File: src/rtl/necc_pkg.sv
// Shared definitions for the sector ECC corrector.
// Assumes a two-half complementary parity code of 2*HALF_W bits.
package necc_pkg;

    typedef enum logic [1:0] {
        ST_CLEAN    = 2'd0,
        ST_FIXED    = 2'd1,
        ST_ECC_ONLY = 2'd2,
        ST_BAD      = 2'd3
    } necc_status_e;

    typedef enum logic [1:0] {
        RMW_IDLE = 2'd0,
        RMW_RD   = 2'd1,
        RMW_WR   = 2'd2
    } necc_rmw_e;

endpackage

File: src/rtl/necc_code_pack.sv
// Forms the storable check code from a raw parity register value.
// Takes the low half from bits HALF_W-1:0 and the high half from a field
// starting at HI_LSB, then inverts the result so that an erased sector
// (all ones) matches its stored code. Purely combinational.
module necc_code_pack #(
    parameter int RAW_W  = 32,
    parameter int HALF_W = 12,
    parameter int HI_LSB = 16,
    localparam int CODE_W = 2 * HALF_W
) (
    input  logic [RAW_W-1:0]  raw,
    output logic [CODE_W-1:0] code
);

    logic unused_raw_bits;

    // join the two parity halves and invert for erased-page consistency
    assign code = ~{raw[HI_LSB+HALF_W-1:HI_LSB], raw[HALF_W-1:0]};

    // bits between and above the two fields carry nothing
    assign unused_raw_bits = ^{raw[RAW_W-1:HI_LSB+HALF_W], raw[HI_LSB-1:HALF_W]};

endmodule

File: src/rtl/necc_syndrome.sv
// Combinational decode of a stored/computed code pair into an outcome.
// Priority: zero difference, then the complementary-halves test (with the
// sector range check), then a single flipped check bit, else unrecoverable.
// Assumes the high half carries {byte offset, bit index} of the bad bit.
module necc_syndrome
    import necc_pkg::*;
#(
    parameter int HALF_W       = 12,
    parameter int SECTOR_BYTES = 512,
    localparam int CODE_W = 2 * HALF_W,
    localparam int OFF_W  = HALF_W - 3
) (
    input  logic [CODE_W-1:0] stored,
    input  logic [CODE_W-1:0] calc,
    output necc_status_e      st,
    output logic [OFF_W-1:0]  off,
    output logic [2:0]        bitx
);

    logic [CODE_W-1:0] diff;
    logic [HALF_W-1:0] lo_half;
    logic [HALF_W-1:0] hi_half;
    logic              cmpl_ok;
    logic              single;
    logic              in_range;
    logic [OFF_W-1:0]  off_raw;

    // difference between the two codes and its halves
    assign diff    = calc ^ stored;
    assign lo_half = diff[HALF_W-1:0];
    assign hi_half = diff[CODE_W-1:HALF_W];

    // a single data-bit error makes the halves exact complements
    assign cmpl_ok = &(lo_half ^ hi_half);

    // exactly one bit set marks a flip in the check code itself
    assign single  = (diff != '0) && ((diff & (diff - 1'b1)) == '0);

    // byte offset of the bad bit and its range check against the sector
    assign off_raw  = diff[CODE_W-1:HALF_W+3];
    assign in_range = (32'(off_raw) < SECTOR_BYTES);

    // prioritised classification
    always_comb begin
        st   = ST_BAD;
        off  = '0;
        bitx = '0;
        if (diff == '0) begin
            st = ST_CLEAN;
        end else if (cmpl_ok) begin
            if (in_range) begin
                st   = ST_FIXED;
                off  = off_raw;
                bitx = diff[HALF_W+2:HALF_W];
            end
        end else if (single) begin
            st = ST_ECC_ONLY;
        end
    end

endmodule

File: src/rtl/necc_classify.sv
// Registers the decoded outcome on a start strobe and raises a one-cycle
// done pulse. The outcome is held until the next start.
module necc_classify
    import necc_pkg::*;
#(
    parameter int HALF_W       = 12,
    parameter int SECTOR_BYTES = 512,
    localparam int CODE_W = 2 * HALF_W,
    localparam int OFF_W  = HALF_W - 3
) (
    input  logic              clk,
    input  logic              rst_n,
    input  logic              start,
    input  logic [CODE_W-1:0] stored,
    input  logic [CODE_W-1:0] calc,
    output logic              done,
    output necc_status_e      st_q,
    output logic [OFF_W-1:0]  off_q,
    output logic [2:0]        bit_q
);

    necc_status_e     st_d;
    logic [OFF_W-1:0] off_d;
    logic [2:0]       bit_d;

    necc_syndrome #(
        .HALF_W       (HALF_W),
        .SECTOR_BYTES (SECTOR_BYTES)
    ) u_syn (
        .stored (stored),
        .calc   (calc),
        .st     (st_d),
        .off    (off_d),
        .bitx   (bit_d)
    );

    // capture the result on start, hold it otherwise
    always_ff @(posedge clk) begin
        if (!rst_n) begin
            done  <= 1'b0;
            st_q  <= ST_CLEAN;
            off_q <= '0;
            bit_q <= '0;
        end else begin
            done <= start;
            if (start) begin
                st_q  <= st_d;
                off_q <= off_d;
                bit_q <= bit_d;
            end
        end
    end

endmodule

File: src/rtl/necc_flip_rmw.sv
// Two-cycle read-modify-write of one sector buffer byte: a read cycle,
// then a write cycle carrying the read data with one bit inverted.
// Assumes the buffer returns read data one cycle after the read strobe.
// Requests are taken only when idle and the last outcome was repairable.
module necc_flip_rmw
    import necc_pkg::*;
#(
    parameter int OFF_W = 9
) (
    input  logic             clk,
    input  logic             rst_n,
    input  logic             go,
    input  logic             fix_ok,
    input  logic [OFF_W-1:0] off,
    input  logic [2:0]       bitx,
    output logic [OFF_W-1:0] buf_addr,
    output logic             buf_rd_en,
    input  logic [7:0]       buf_rdata,
    output logic             buf_wr_en,
    output logic [7:0]       buf_wdata,
    output logic             apply_done
);

    necc_rmw_e        state;
    logic [OFF_W-1:0] addr_q;
    logic [2:0]       bit_q;
    logic [7:0]       mask;

    // sequence idle -> read -> write -> idle, latching the target on entry
    always_ff @(posedge clk) begin
        if (!rst_n) begin
            state  <= RMW_IDLE;
            addr_q <= '0;
            bit_q  <= '0;
        end else begin
            unique case (state)
                RMW_IDLE: if (go && fix_ok) begin
                    state  <= RMW_RD;
                    addr_q <= off;
                    bit_q  <= bitx;
                end
                RMW_RD:  state <= RMW_WR;
                RMW_WR:  state <= RMW_IDLE;
                default: state <= RMW_IDLE;
            endcase
        end
    end

    // one-hot mask of the bit to invert
    for (genvar g = 0; g < 8; g++) begin : g_mask
        assign mask[g] = (bit_q == 3'(g));
    end

    // buffer strobes and repaired data
    assign buf_addr   = addr_q;
    assign buf_rd_en  = (state == RMW_RD);
    assign buf_wr_en  = (state == RMW_WR);
    assign buf_wdata  = buf_rdata ^ mask;
    assign apply_done = buf_wr_en;

endmodule

File: src/rtl/necc_corrector.sv
// Top level of the sector ECC corrector: code packing, pair
// classification and the single-bit repair port.
module necc_corrector
    import necc_pkg::*;
#(
    parameter int RAW_W        = 32,
    parameter int HALF_W       = 12,
    parameter int HI_LSB       = 16,
    parameter int SECTOR_BYTES = 512,
    localparam int CODE_W = 2 * HALF_W,
    localparam int OFF_W  = HALF_W - 3
) (
    input  logic              clk,
    input  logic              rst_n,
    input  logic [RAW_W-1:0]  raw_parity,
    output logic [CODE_W-1:0] pack_code,
    input  logic              start,
    input  logic [CODE_W-1:0] code_stored,
    input  logic [CODE_W-1:0] code_calc,
    output logic              done,
    output logic [1:0]        status,
    output logic [OFF_W-1:0]  err_byte,
    output logic [2:0]        err_bit,
    input  logic              apply_go,
    output logic              apply_done,
    output logic [OFF_W-1:0]  buf_addr,
    output logic              buf_rd_en,
    input  logic [7:0]        buf_rdata,
    output logic              buf_wr_en,
    output logic [7:0]        buf_wdata
);

    necc_status_e st_q;

    necc_code_pack #(
        .RAW_W  (RAW_W),
        .HALF_W (HALF_W),
        .HI_LSB (HI_LSB)
    ) u_pack (
        .raw  (raw_parity),
        .code (pack_code)
    );

    necc_classify #(
        .HALF_W       (HALF_W),
        .SECTOR_BYTES (SECTOR_BYTES)
    ) u_cls (
        .clk    (clk),
        .rst_n  (rst_n),
        .start  (start),
        .stored (code_stored),
        .calc   (code_calc),
        .done   (done),
        .st_q   (st_q),
        .off_q  (err_byte),
        .bit_q  (err_bit)
    );

    necc_flip_rmw #(
        .OFF_W (OFF_W)
    ) u_rmw (
        .clk        (clk),
        .rst_n      (rst_n),
        .go         (apply_go),
        .fix_ok     (st_q == ST_FIXED),
        .off        (err_byte),
        .bitx       (err_bit),
        .buf_addr   (buf_addr),
        .buf_rd_en  (buf_rd_en),
        .buf_rdata  (buf_rdata),
        .buf_wr_en  (buf_wr_en),
        .buf_wdata  (buf_wdata),
        .apply_done (apply_done)
    );

    // expose the outcome as a plain two-bit code
    assign status = st_q;

endmodule

File: config.mk
export PLATFORM = sky130hd
export DESIGN_NAME = necc_corrector
export DESIGN_NICKNAME = d
export VERILOG_FILES = /design/src/rtl/necc_pkg.sv /design/src/rtl/necc_code_pack.sv /design/src/rtl/necc_syndrome.sv /design/src/rtl/necc_classify.sv /design/src/rtl/necc_flip_rmw.sv /design/src/rtl/necc_corrector.sv
export SDC_FILE = /design/constraint.sdc
export NUM_CORES = 1
export LEC_CHECK = 0
export ABC_AREA = 0
export CORE_MARGIN = 4
export CORE_UTILIZATION = 37
export CTS_BUF_LIST = sky130_fd_sc_hd__clkbuf_16
export CTS_CLUSTER_DIAMETER = 50
export DETAILED_ROUTE_END_ITERATION = 6
export PLACE_DENSITY_LB_ADDON = 0.3
export SYNTH_ARGS = -nofsm -noshare
export SYNTH_HDL_FRONTEND = slang
export SYNTH_SLANG_ARGS = --single-unit
File: constraint.sdc
create_clock -name clk -period 5.6 [get_ports clk]
set_clock_uncertainty 0.15 [all_clocks]
set_input_delay 0.84 -clock clk [delete_from_list [all_inputs] [get_ports clk]]
set_output_delay 0.84 -clock clk [all_outputs]
set_load 0.1 [all_outputs]
### Yosys cells after proc, flatten, opt, wreduce, memory -nomap -nowiden

Cells that the tools add are included.

| word-level totals | value |
|---|---|
| bits in registers | 29 |
| input bits | 92 |
| output and inout port bits | 59 |
| logic and storage cells | 42 |

| operators by class | value |
|---|---|
| $add $sub $neg | 1 |
| equality and inequality tests | 11 |
| multiplexer cells | 9 |
| bitwise operators | 5 |
| reductions and logical operators | 9 |

Operators with widths:

| cell | number |
|---|---|
| zero test 24 bit | 2 |
| bitwise AND 24 bit | 1 |
| NOT 24 bit | 1 |
| nonzero test 24 bit | 1 |
| subtractor 24 x 1 -> 24 bit (second input constant) | 1 |
| bitwise XOR 24 bit | 1 |
| 2-to-1 mux 9 bit | 2 |
| equality test 3 bit (second input constant) | 4 |
| AND reduction 12 bit | 1 |
| bitwise XOR 12 bit | 1 |
| bitwise XOR 8 bit | 1 |
| equality test 3 x 2 -> 1 bit (second input constant) | 2 |
| 2-to-1 mux 2 bit | 3 |
| 2-to-1 mux 3 bit | 2 |
| equality test 2 x 1 -> 1 bit (second input constant) | 2 |
| case mux 2 bit (2 select lines) | 1 |
| equality test 3 x 1 -> 1 bit (second input constant) | 1 |
| zero test 3 bit | 1 |
| equality test 2 bit (second input constant) | 1 |
| logical AND 1 bit | 2 |
| zero test 2 bit | 1 |
| inequality test 2 x 1 -> 1 bit (second input constant) | 1 |
| AND reduction 2 bit | 1 |
| 2-to-1 mux 1 bit | 1 |

### Longest topological paths before layout

| logic depth | value |
|---|---|
| depth after elaboration | 8 |
| mapped depth | 8 |
| mapped depth without buffers | 7 |

### Cells and area by module

Synthesis repeated with hierarchy kept, for this count alone.

| unflattened totals | value |
|---|---|
| cell total of the unflattened synthesis | 246 |
| area, all modules | 2,169.6 sq um |

By module, submodules not included:

| module | instances | cells an instance | area each (sq um) | sequential area each (sq um) |
|---|---|---|---|---|
| necc_syndrome | 1 | 94 | 779.5 | 0.0 |
| necc_flip_rmw | 1 | 80 | 715.7 | 280.3 |
| necc_classify | 1 | 47 | 570.5 | 300.3 |
| necc_code_pack | 1 | 24 | 90.1 | 0.0 |
| necc_corrector | 1 | 1 | 13.8 | 0.0 |

### Worst setup path after synthesis

OpenSTA, ideal clock, no wires.

| timing | value |
|---|---|
| path kind | input -> output |
| start | in buf_rdata[3] |
| end | out buf_wdata[3] |
| data arrival time | 2.405 ns |
| data required time | 4.610 ns |
| path slack | 2.205 ns |
| stages on the path | 1 |
| cells stage by stage | xnor2_1 |

| on the way | value |
|---|---|
| cells in the longest elaborated chain, start to end | 1 |

RTL lines:

| item | line | source |
|---|---|---|
| start, declared | necc_corrector.sv:28 | `input logic [7:0] buf_rdata,` |
| bitwise XOR 8 bit | necc_flip_rmw.sv:58 | `assign buf_wdata = buf_rdata ^ mask;` |
| end, declared | necc_corrector.sv:30 | `output logic [7:0] buf_wdata` |

Every way passes these cells.

### Worst setup path after layout

| timing | value |
|---|---|
| start | in buf_rdata[1] |
| end | out buf_wdata[1] |

The elaborated chain is that of the path after synthesis.

==> qor.yml <==
leakage_nw: 1.39
slew_headroom_pct: 33.5
area_delta_synth_final_pct: 81.5
combinationalPowerShare_pct: 38.9
synth_compound_area_share_pct: 11.5
grt_first_pass_wirelength_mm: 8.66
wl_mm: 5.78
initial_core_util_pct: 38.6
synthAdderAreaFrac_pct: 0
finalCriticalPeriod_ns: 3.61
cts_buffers: 5
syn_nets: 330
drc: 0
power.share.clock_pct: 32.7
overflow: 0
reg2reg_to: "u_cls.st_q[0]$_SDFFE_PN0P_"
dieWidth_microns: 81.3
reg2reg_setup_slack_ns: 3.58
path_cells: "clkdlybuf4s50_1, xor2_1, clkdlybuf4s50_1"
hp-start: "u_cls.off_q[6]$_SDFFE_PN0P_"
hold_viol: 0
critPathBufInv: 2
cp_top_family: "buffers and inverters"
n_antenna_cell: 0
setup_viol: 0
ys_warn_count: 0
seqPwrFrac_pct: 28.4
placed_area_sq_um: 3470
ys_types: 44
synthXorXnorAreaFrac_pct: 23.0
maxSlewViolCount: 0
stdcell_area_sq_um: 3600
critPathSlowestCell: "clkdlybuf4s50_1"
nets: 472
avgRoutedWirePerCell_microns: 12.8
grt.total_usage_pct: 16.7
yosys.area.top_type: "dfxtp_1"
rsz0062_at_grt: "no"
netlist_area_sq_um: 1990
rows: 26
final_cells: 451
hold_end: "u_cls.off_q[6]$_SDFFE_PN0P_"
placed_cells: 443
ys_top_cells_by_area: "dfxtp_1 29%, xor2_1 10%, xnor2_1 7.9%, mux2i_1 6.0%, inv_1 5.3%"
p_sw_mw: 0.263
ant_nets: 0
async_flop_share_pct: 0
num_vias: 2136
clkLatencyLatePin_ns: 0.27
crit_required_ns: 4.61
num_io_pins: 151
cts_tree: "built"
cp-start-kind: "primary input"
post_cts_buffers: 0
synth_top_family_by_area: "XOR/XNOR gates"
max_freq_mhz: 277
utilization_pct: 70.1
worstMarginPinSlew_ns: 0.995
internal_power_mw: 0.480
r2r_cells: 6
grt_pass1_vias: 2021
drtIter0Drc: 54
h-tree-depth: 2
ctsHoldBuffers: 0
end_kind: "output pin"
min_path_cells: 2
grt_max_degree: 18
min_path_type: "reg2reg"
finalSetupTns_ns: 0
yosysSeqAreaShare_pct: 29.2
rr_startpoint: "u_cls.st_q[0]$_SDFFE_PN0P_"
cp_max_fo: 1
synth_commonest_cells: "29 x dfxtp_1, 28 x inv_1, 23 x xor2_1"
cp_common_cell: "clkdlybuf4s50_1"
syn_area_per_cell_sq_um: 8.34
core_area_sq_um: 5140
synth_ff_type: "dfxtp_1"
clock-sinks: 29
yosysMostFrequentCell: "dfxtp_1"
via_per_inst: 4.74
io_buffers: 142
maxCapViolations: 0
dr.pass1.iters: 4
peakVddDrop_mv: 0.111
ys_ff_latch: 29
clockBufferDepth: 2
clkSlewWorstSetupHoldPaths_ns: 0.04
fp.dieArea_sq_um: 6600
die_h_microns: 81.3
dpl.hpwl_mm: 4.98
cts_root_buf: "clkbuf_16"
p_per_area_nw_per_um2: 206
synth_top_area_share_pct: 29.2
fin_crit_sh_pct: 64.5
post_synth_and_or_nand_nor_area_fraction_pct: 22.8
netlist_instances: 238
swShare_pct: 35.4
gp_congestion: 0.869
crit_type: "in2out"
cpPeakStageDelay_ns: 1.16
synth_edf_count: 0
crit_arrival_ns: 2.62
muxShareOfSynthArea_pct: 6.05
status: "complete, no violations"
cts_resized: 0
grt_antenna_before_repair: 0
drive_above_1_share_pct: 6.04
## flip-flops by register name, indices dropped and copies added (netlist names)
register        cells
u_cls.bit_q         3
u_cls.done          1
u_cls.off_q         9
u_cls.st_q          2
u_rmw.bit_q         3
u_rmw.buf_addr      9
u_rmw.state         2
## how the worst max path moves through the flow
| stage | from | slack (ns) | endpoint | depth (start not counted) |
|---|---|---|---|---|
| final | buf_rdata[1] | 1.99 | buf_wdata[1] | 3 |
| after CTS | buf_rdata[1] | 1.97 | buf_wdata[1] | 3 |
| after detailed placement | buf_rdata[1] | 1.98 | buf_wdata[1] | 3 |
| after global routing | buf_rdata[1] | 1.91 | buf_wdata[1] | 3 |
| after global placement | buf_rdata[7] | 2.02 | buf_wdata[7] | 3 |
| after floorplan | buf_rdata[3] | 2.20 | buf_wdata[3] | 1 |
## power groups by stage
stage / logic [mW] / clock network [mW] / registers, mW
finish: 0.289 / 0.243 / 0.211
global route: 0.303 / 0.262 / 0.211
CTS: 0.289 / 0.249 / 0.211
detailed placement: 0.289 / 0 / 0.215
global placement: 0.285 / 0 / 0.215
floorplan: 0.171 / 0 / 0.225
## layout make-up
class	count	area (sq um)
Fill cell	433	1540
Timing Repair Buffer	143	1430
Sequential cell	29	581
Multi-Input combinational cell	173	1260
Tap cell	70	87.6
Inverter	28	105
Clock inverter	3	13.8
Clock buffer	5	125
## per-stage QoR
stage | setup slack [ns] | power, mW | hold WS [ns]
finish | 1.99 | 0.743 | 0.321
global route | 1.91 | 0.775 | 0.346
CTS | 1.97 | 0.750 | 0.324
detailed placement | 1.98 | 0.503 | 0.318
global placement | 2.02 | 0.500 | 0.309
floorplan | 2.20 | 0.396 | 0.502
## per-layer routing
layer	vias up	GRT usage (%)	wire length, microns
met5	-	0	0
met4	0	5.74	40
met3	4	4.99	576
met2	102	32.0	2970
met1	958	16.9	2190
li1	1072	-	-
## worst min-delay path: stages (launching register included)
cell     delay (ns)
dfxtp_1        0.31
nand2_1        0.06
o21ai_1        0.05
## layout by cell type, fill, tap and decap left out, types with 2 or more instances in the layout
master and instances:
clkdlybuf4s50_1 142, inv_1 29, dfxtp_1 29, xor2_1 23
xnor2_1 18, nand2_1 18, nor2b_1 15, nor2_1 14
mux2i_1 12, o21ai_0 9, nor4_1 6, a21oi_1 6
clkbuf_16 5, nand3_1 4, nor3_1 3, xnor2_2 3
xor2_2 3, o31ai_1 3, and2_1 3, o21ai_1 3
a32o_1 3, nand3b_1 2, a22oi_1 2, a31oi_1 2
and3_1 2, nor4_2 2, nor3b_1 2, clkinv_2 2
## cells by family (layout without fill, tap and decap cells)
group                  after synthesis  count (layout)
AND/OR/NAND/NOR                     79              79
buffers and inverters               36             179
XOR/XNOR                            47              47
multiplexers                        12              12
AO/OA/AOI/OAI                       35              35
flip-flops                          29              29
Power figures use the tool's default switching activity.
